--- config.mk ---
export PLATFORM = sky130hd
export DESIGN_NAME = fetch_seq
export DESIGN_NICKNAME = d
export VERILOG_FILES = /design/src/rtl/fetch_pkg.sv /design/src/rtl/fetch_len_dec.sv /design/src/rtl/fetch_byte_bank.sv /design/src/rtl/fetch_seq.sv
export SDC_FILE = /design/constraint.sdc
export NUM_CORES = 1
export LEC_CHECK = 0
export ABC_CLOCK_PERIOD_IN_PS = 2300
export BUFFER_PORTS_ARGS = -buffer_cell sky130_fd_sc_hd__buf_4
export CORE_MARGIN = 5
export CORE_UTILIZATION = 46
export DETAILED_ROUTE_END_ITERATION = 10
export GPL_TIMING_DRIVEN = 1
export PLACE_DENSITY_LB_ADDON = 0.08
export SYNTH_ARGS = -nofsm -noshare
export SYNTH_HDL_FRONTEND = slang
export SYNTH_HIERARCHICAL = 1
export SYNTH_SLANG_ARGS = --single-unit
--- constraint.sdc ---
create_clock -name clk -period 2.3 [get_ports clk]
set_clock_uncertainty 0.1 [all_clocks]
set_input_delay 0.345 -clock clk [delete_from_list [all_inputs] [get_ports clk]]
set_output_delay 0.345 -clock clk [all_outputs]
set_load 0.1 [all_outputs]
--- src/rtl/fetch_pkg.sv ---
package fetch_pkg;
    localparam int MAX_LEN = 3;
    localparam int LEN_W   = $clog2(MAX_LEN + 1);

    typedef enum logic [1:0] {
        ST_IDLE  = 2'd0,
        ST_FETCH = 2'd1,
        ST_VALID = 2'd2
    } fetch_state_e;

    typedef struct packed {
        fetch_state_e     state;
        logic [LEN_W-1:0] idx;
        logic [LEN_W-1:0] len;
    } fetch_ctl_t;
endpackage

--- src/rtl/fetch_len_dec.sv ---
module fetch_len_dec
    import fetch_pkg::*;
#(
    parameter int DATA_W = 8
) (
    input  logic [DATA_W-1:0] op_i,
    output logic [LEN_W-1:0]  len_o
);
    // Two top opcode bits select the length class
    always_comb begin
        if (op_i[DATA_W-1])
            len_o = LEN_W'(3);
        else if (op_i[DATA_W-2])
            len_o = LEN_W'(2);
        else
            len_o = LEN_W'(1);
    end
endmodule

--- src/rtl/fetch_byte_bank.sv ---
module fetch_byte_bank
    import fetch_pkg::*;
#(
    parameter int DATA_W = 8
) (
    input  logic                         clk,
    input  logic                         rst_n,
    input  logic                         wr_en_i,
    input  logic [LEN_W-1:0]             wr_idx_i,
    input  logic [DATA_W-1:0]            wr_data_i,
    output logic [MAX_LEN-1:0][DATA_W-1:0] bytes_o
);
    genvar g;
    generate
        for (g = 0; g < MAX_LEN; g++) begin : g_slot
            logic [DATA_W-1:0] slot_d, slot_q;

            always_comb begin
                slot_d = slot_q;
                if (wr_en_i && wr_idx_i == LEN_W'(g))
                    slot_d = wr_data_i;
                else if (g != 0 && wr_en_i && wr_idx_i == '0)
                    slot_d = '0;   // new opcode clears operands
            end

            always_ff @(posedge clk or negedge rst_n) begin
                if (!rst_n) slot_q <= '0;
                else        slot_q <= slot_d;
            end

            assign bytes_o[g] = slot_q;
        end
    endgenerate
endmodule

--- src/rtl/fetch_seq.sv ---
module fetch_seq
    import fetch_pkg::*;
#(
    parameter int ADDR_W = 16,
    parameter int DATA_W = 8
) (
    input  logic              clk,
    input  logic              rst_n,
    input  logic              start_i,
    input  logic [ADDR_W-1:0] pc_i,
    output logic              pc_inc_o,
    output logic [ADDR_W-1:0] mem_addr_o,
    output logic              mem_rd_o,
    input  logic [DATA_W-1:0] mem_data_i,
    input  logic              mem_ready_i,
    output logic [DATA_W-1:0] opcode_o,
    output logic [DATA_W-1:0] opnd0_o,
    output logic [DATA_W-1:0] opnd1_o,
    output logic              valid_o
);
    fetch_ctl_t       ctl_d, ctl_q;
    logic             take;
    logic [LEN_W-1:0] first_len;
    logic [LEN_W-1:0] total_len;
    logic [MAX_LEN-1:0][DATA_W-1:0] bytes;

    fetch_len_dec #(.DATA_W(DATA_W)) u_len (
        .op_i  (mem_data_i),
        .len_o (first_len)
    );

    always_comb begin
        ctl_d     = ctl_q;
        take      = 1'b0;
        total_len = (ctl_q.idx == '0) ? first_len : ctl_q.len;
        case (ctl_q.state)
            ST_IDLE: begin
                if (start_i) begin
                    ctl_d.state = ST_FETCH;
                    ctl_d.idx   = '0;
                end
            end
            ST_FETCH: begin
                if (mem_ready_i) begin
                    take = 1'b1;
                    if (ctl_q.idx == '0)
                        ctl_d.len = first_len;
                    if (ctl_q.idx == total_len - LEN_W'(1))
                        ctl_d.state = ST_VALID;
                    else
                        ctl_d.idx = ctl_q.idx + LEN_W'(1);
                end
            end
            ST_VALID: ctl_d.state = ST_IDLE;
            default:  ctl_d.state = ST_IDLE;
        endcase
    end

    always_ff @(posedge clk or negedge rst_n) begin
        if (!rst_n) ctl_q <= '{state: ST_IDLE, idx: '0, len: '0};
        else        ctl_q <= ctl_d;
    end

    fetch_byte_bank #(.DATA_W(DATA_W)) u_bank (
        .clk       (clk),
        .rst_n     (rst_n),
        .wr_en_i   (take),
        .wr_idx_i  (ctl_q.idx),
        .wr_data_i (mem_data_i),
        .bytes_o   (bytes)
    );

    assign mem_rd_o   = (ctl_q.state == ST_FETCH);
    assign mem_addr_o = pc_i;
    assign pc_inc_o   = take;
    assign valid_o    = (ctl_q.state == ST_VALID);
    assign opcode_o   = bytes[0];
    assign opnd0_o    = bytes[1];
    assign opnd1_o    = bytes[2];
endmodule

# ---- Word level (Yosys, flattened, before mapping)
# Index checks and enable logic that the tools add are counted.
dict set report word_totals {
  mem_bits_rw 0
  reg_bits 30
  wordCells 42
  latch_bits 0
  in_bits 28
  memories 0
  out_inout_bits 43
  rom_bits 0
}
dict set report op_classes {
  n_mul 0
  muxes 14
  n_eq_ne 9
  bitwise 0
  reduce_logical 11
  addsub 2
  div_mod_pow 0
  magnitude_cmp 0
  n_shift 0
}
# op n
set op_table {}
lappend op_table {{$mux 8} 3}
lappend op_table {{$mux 2} 5}
lappend op_table {{$pmux 2 s2} 2}
lappend op_table {{$mux 6} 1}
lappend op_table {{$reduce_bool 2->1} 3}
lappend op_table {{$eq 2x1->1 const B} 2}
lappend op_table {{$eq 2x2->1 const B} 2}
lappend op_table {{$logic_not 2->1} 2}
lappend op_table {{$mux 4} 1}
lappend op_table {{$ne 2x1->1 const B} 2}
lappend op_table {{$ne 2x2->1 const B} 2}
lappend op_table {{$reduce_and 4->1} 1}
lappend op_table {{$logic_and 1x1->1} 3}
lappend op_table {{$reduce_and 3->1} 1}
lappend op_table {{$add 2x1->2 const B} 1}
lappend op_table {{$eq 2x2->1} 1}
lappend op_table {{$mux 1} 2}
lappend op_table {{$reduce_and 2->1} 1}
lappend op_table {{$sub 2x1->2 const B} 1}

# ---- Depth between registers and ports, before layout
dict set report logic_depth {
  word_depth 8
  depth_mapped 6
  ltp_nobuf 6
}

# ---- Modules after synthesis
# The synthesis kept the hierarchy.
# mod instances area_per_inst_um2 cells_each seq_area_each_um2
set modules_own_cells {}
lappend modules_own_cells {fetch_byte_bank 1 1037.2 87 600.6}
lappend modules_own_cells {fetch_seq 1 501.7 55 150.1}
lappend modules_own_cells {fetch_len_dec 1 12.5 2 0.0}

# ---- Least setup slack after synthesis
# Ideal clock, no wire load.
dict set report synth_timing {
  kind {register to output}
  from {register ctl_q[4] (netlist name)}
  to {output mem_rd_o}
  required_ns 1.855
  stages_incl_launch_ff 2
  arrival_time_ns 1.761
  slack_ns 0.094
  path_buffers 0
  path_cell_list {dfrtp_1 > nor2b_1}
}
dict set report synth_via {
  elab_chain_len 1
}
# element line_no
set synth_rtl {}
lappend synth_rtl {{start, declared} fetch_seq.sv:21} ;# fetch_ctl_t ctl_d, ctl_q;
lappend synth_rtl {{start signal, assigned} fetch_seq.sv:60} ;# if (!rst_n) ctl_q <= '{state: ST_IDLE, idx: '0, len: '0};
lappend synth_rtl {{start signal, assigned} fetch_seq.sv:61} ;# else ctl_q <= ctl_d;
lappend synth_rtl {{$eq 2x1->1} fetch_seq.sv:73} ;# assign mem_rd_o = (ctl_q.state == ST_FETCH);
lappend synth_rtl {{end, declared} fetch_seq.sv:13} ;# output logic mem_rd_o,
# Every way passes these cells.

# ---- Final worst setup path
dict set report layout_timing {
  from {register ctl_q[4] (netlist name)}
  to {output pc_inc_o}
}
dict set report layout_via {
  elab_chain_len 2
}
# element line_no
set layout_rtl {}
lappend layout_rtl {{$eq 2x1->1} fetch_seq.sv:36} ;# case (ctl_q.state)
lappend layout_rtl {{$mux 1} fetch_seq.sv:36}
lappend layout_rtl {{end, declared} fetch_seq.sv:11} ;# output logic pc_inc_o,
# Every way passes these cells.

==> results.py <==
metrics = {
    "timing": {
        "fmax_mhz": 515,
        "hold_ws_ns": 0.118,
        "worstMarginPinSlew_ns": 0.415,
        "relSlewSlack_pct": 72.3,
        "rsz0062_at_grt": "false",
        "setup_slack_ns": 0.359,
        "fin_crit_sh_pct": 84.4,
        "setup_tns_ns": 0,
        "drv_slew": 0,
        "hold_viol": 0,
        "finalSetupViolCount": 0,
        "min_period_ns": 1.94,
    },
    "setup_path": {
        "worstSetupEndpointType": "output pin",
        "r2r-start": "ctl_q[4]$_DFFE_PN0P_",
        "critPathLaunch": "ctl_q[4]$_DFFE_PN0P_",
        "critPathRequiredTime_ns": 1.86,
        "worst-setup-path-type": "reg -> out",
        "cp.arrival_ns": 1.50,
        "start_kind": "flip-flop",
        "crit_path_max_fanout": 10,
    },
    "route": {
        "drt_iter0_markers": 82,
        "drtPass1Iterations": 4,
        "antenna_left": 0,
        "drt-total-wl_um": 3300,
        "drcViolationCount": 0,
        "vias_per_cell": 4.95,
        "wl_per_cell_um": 15.1,
        "vias": 1083,
    },
    "clock_network": {
        "cts_root_buf": "clkbuf_4",
        "clk_pin_slew_ns": 0.10,
        "cts_resized": 0,
        "cts-buffers-inserted": 5,
        "cts.sinks": 30,
        "cts_tree": "yes",
        "insertion_delay_ns": 0.33,
        "htree_levels": 2,
        "clockBufferDepth": 2,
    },
    "synth": {
        "synth_edf_count": 0,
        "synth_cell_type_count": 28,
        "synth_top_area_share_pct": 48.4,
        "syn_nets": 173,
        "yosysWarnings": 6,
        "synthTopCellsByArea": "dfrtp_1 48%, mux2i_1 11%, buf_4 7.7%",
        "avgSynthCellArea_um2": 10.8,
        "yosysTopAreaCell": "dfrtp_1",
        "synthFlopType": "dfrtp_1",
        "synth-seq-cells": 30,
        "syn_area_um2": 1550,
        "ys_seq_area_share_pct": 48.4,
        "ys_async_sr_fraction_pct": 100,
        "synth_most_common_cell": "dfrtp_1",
        "netlist_top_cells_count": "30 x dfrtp_1, 20 x nand2_1, 19 x inv_1, 17 x mux2i_1, 16 x buf_4",
        "postSynthCellCount": 144,
    },
    "floorplan": {
        "core_region_area_um2": 3310,
        "ioPinCount": 71,
        "die_area_um2": 4630,
        "rows": 21,
        "dieHeight_um": 68.1,
        "initial_core_util_pct": 46.9,
        "die_w_um": 68.1,
    },
    "global_route": {
        "busiest_layer": "met2",
        "antenna_found_initial": 0,
        "grt_pass1_wl_um": 5040,
        "grt_use_met2_pct": 24.4,
        "grt_overflow": 0,
        "grt.met1_usage_pct": 17.9,
        "track_usage_pct": 15.1,
        "grtUsageMet3_pct": 4.76,
        "grt_pass1_vias": 1038,
        "grt_max_degree": 31,
    },
    "cells_and_area": {
        "syn2layout_area_growth_pct": 17.9,
        "num-fill-cells": 301,
        "final_area_um2": 1830,
        "num-nets-final": 201,
        "drive_gt1_share_pct": 35.3,
        "antenna_cells": 0,
    },
    "min_path": {
        "holdCritPathClass": "in -> reg",
        "worstHoldStart": "mem_ready_i",
    },
    "placed_design": {
        "post_dp_cell_area_um2": 1760,
        "hpwlAfterDp_um": 2400,
        "place_congestion": 0.812,
        "post-place-ws_ns": 0.425,
        "portBuffers": 38,
    },
    "job": {
        "cap_viol_max_count": 0,
    },
    "status": {
        "status": "finished, final reports clean",
    },
}
==> final cells by class <==
cell class              instances  area [um^2]  area share [%]
clock buffers                   7         55.1            3.01
multi-input cells              74          572            31.3
flip-flops and latches         30          751            41.0
repair buffers                 42          318            17.4
clock inverters                 1         5.00           0.274
inverters                      19         71.3            3.90
well taps                      46         57.6            3.15
==> kinds of logic (layout without fill, tap and decap cells) <==
logic type               count (synthesis)  after routing  synth area share (%)
AO/OA/AOI/OAI                           10             10                  5.24
XOR/XNOR                                 2              2                  1.13
flip-flops                              30             30                  48.4
adder cells (fa/ha/maj)                  1              1                 0.806
multiplexers                            27             27                  18.2
AND/OR/NAND/NOR                         34             34                  11.5
buffers and inverters                   40             69                  14.8
==> final timing paths <==
kind                                                          endpoint  cells past startpoint  slack, ns
worst max-delay path                                          pc_inc_o                      2       0.36
worst min-delay path                              ctl_q[4]$_DFFE_PN0P_                      2       0.12
worst max register to register  u_bank/g_slot[0].slot_q[1]$_DFFE_PN0P_                      3       0.43
worst min register to register                    ctl_q[4]$_DFFE_PN0P_                      1       0.38
max in group asynchronous       u_bank/g_slot[0].slot_q[6]$_DFFE_PN0P_                      2       1.44
min in group asynchronous       u_bank/g_slot[2].slot_q[1]$_DFFE_PN0P_                      2       0.38
==> state kept, by name, summed over array words and instances (netlist names) <==
register,count
ctl_q,6
u_bank/g_slot.slot_q,24
==> metrics by stage <==
stage	utilization, %	instances
after floorplan	-	144
after global placement	53.1	210
after detailed placement	53.1	210
after CTS	55.3	219
after global routing	55.3	219
final	55.3	219
==> cells in the final DEF, fill, tap and decap left out, types with 3 or more instances in the layout <==
cell,netlist,layout
nand2_1,20,20
nor2b_1,3,3
dfrtp_1,30,30
buf_4,16,41
mux2i_1,17,17
clkbuf_4,0,5
inv_1,19,19
mux2_2,10,10
==> worst max-delay path, stage by stage (launching register included) <==
cell and delay, ns:
dfrtp_1 0.45, and3b_1 0.36, buf_4 0.35
==> metal layers <==
layer	wire, um	vias to the layer above	part of all wire [%]
met1	1270	518	39
li1	-	512	-
met4	65	0	2.0
met3	263	12	8.0
met5	0	-	0
met2	1700	41	51
==> timing repair <==
item                       CTS  global route
setup buffers                0             0
setup endpoints to repair    0             0
hold endpoints to repair    30             0
hold buffers                 1             0
Power is left out: the tool's default activity adds up to more than one toggle a clock period on the data nets, which glitch-free logic cannot reach.
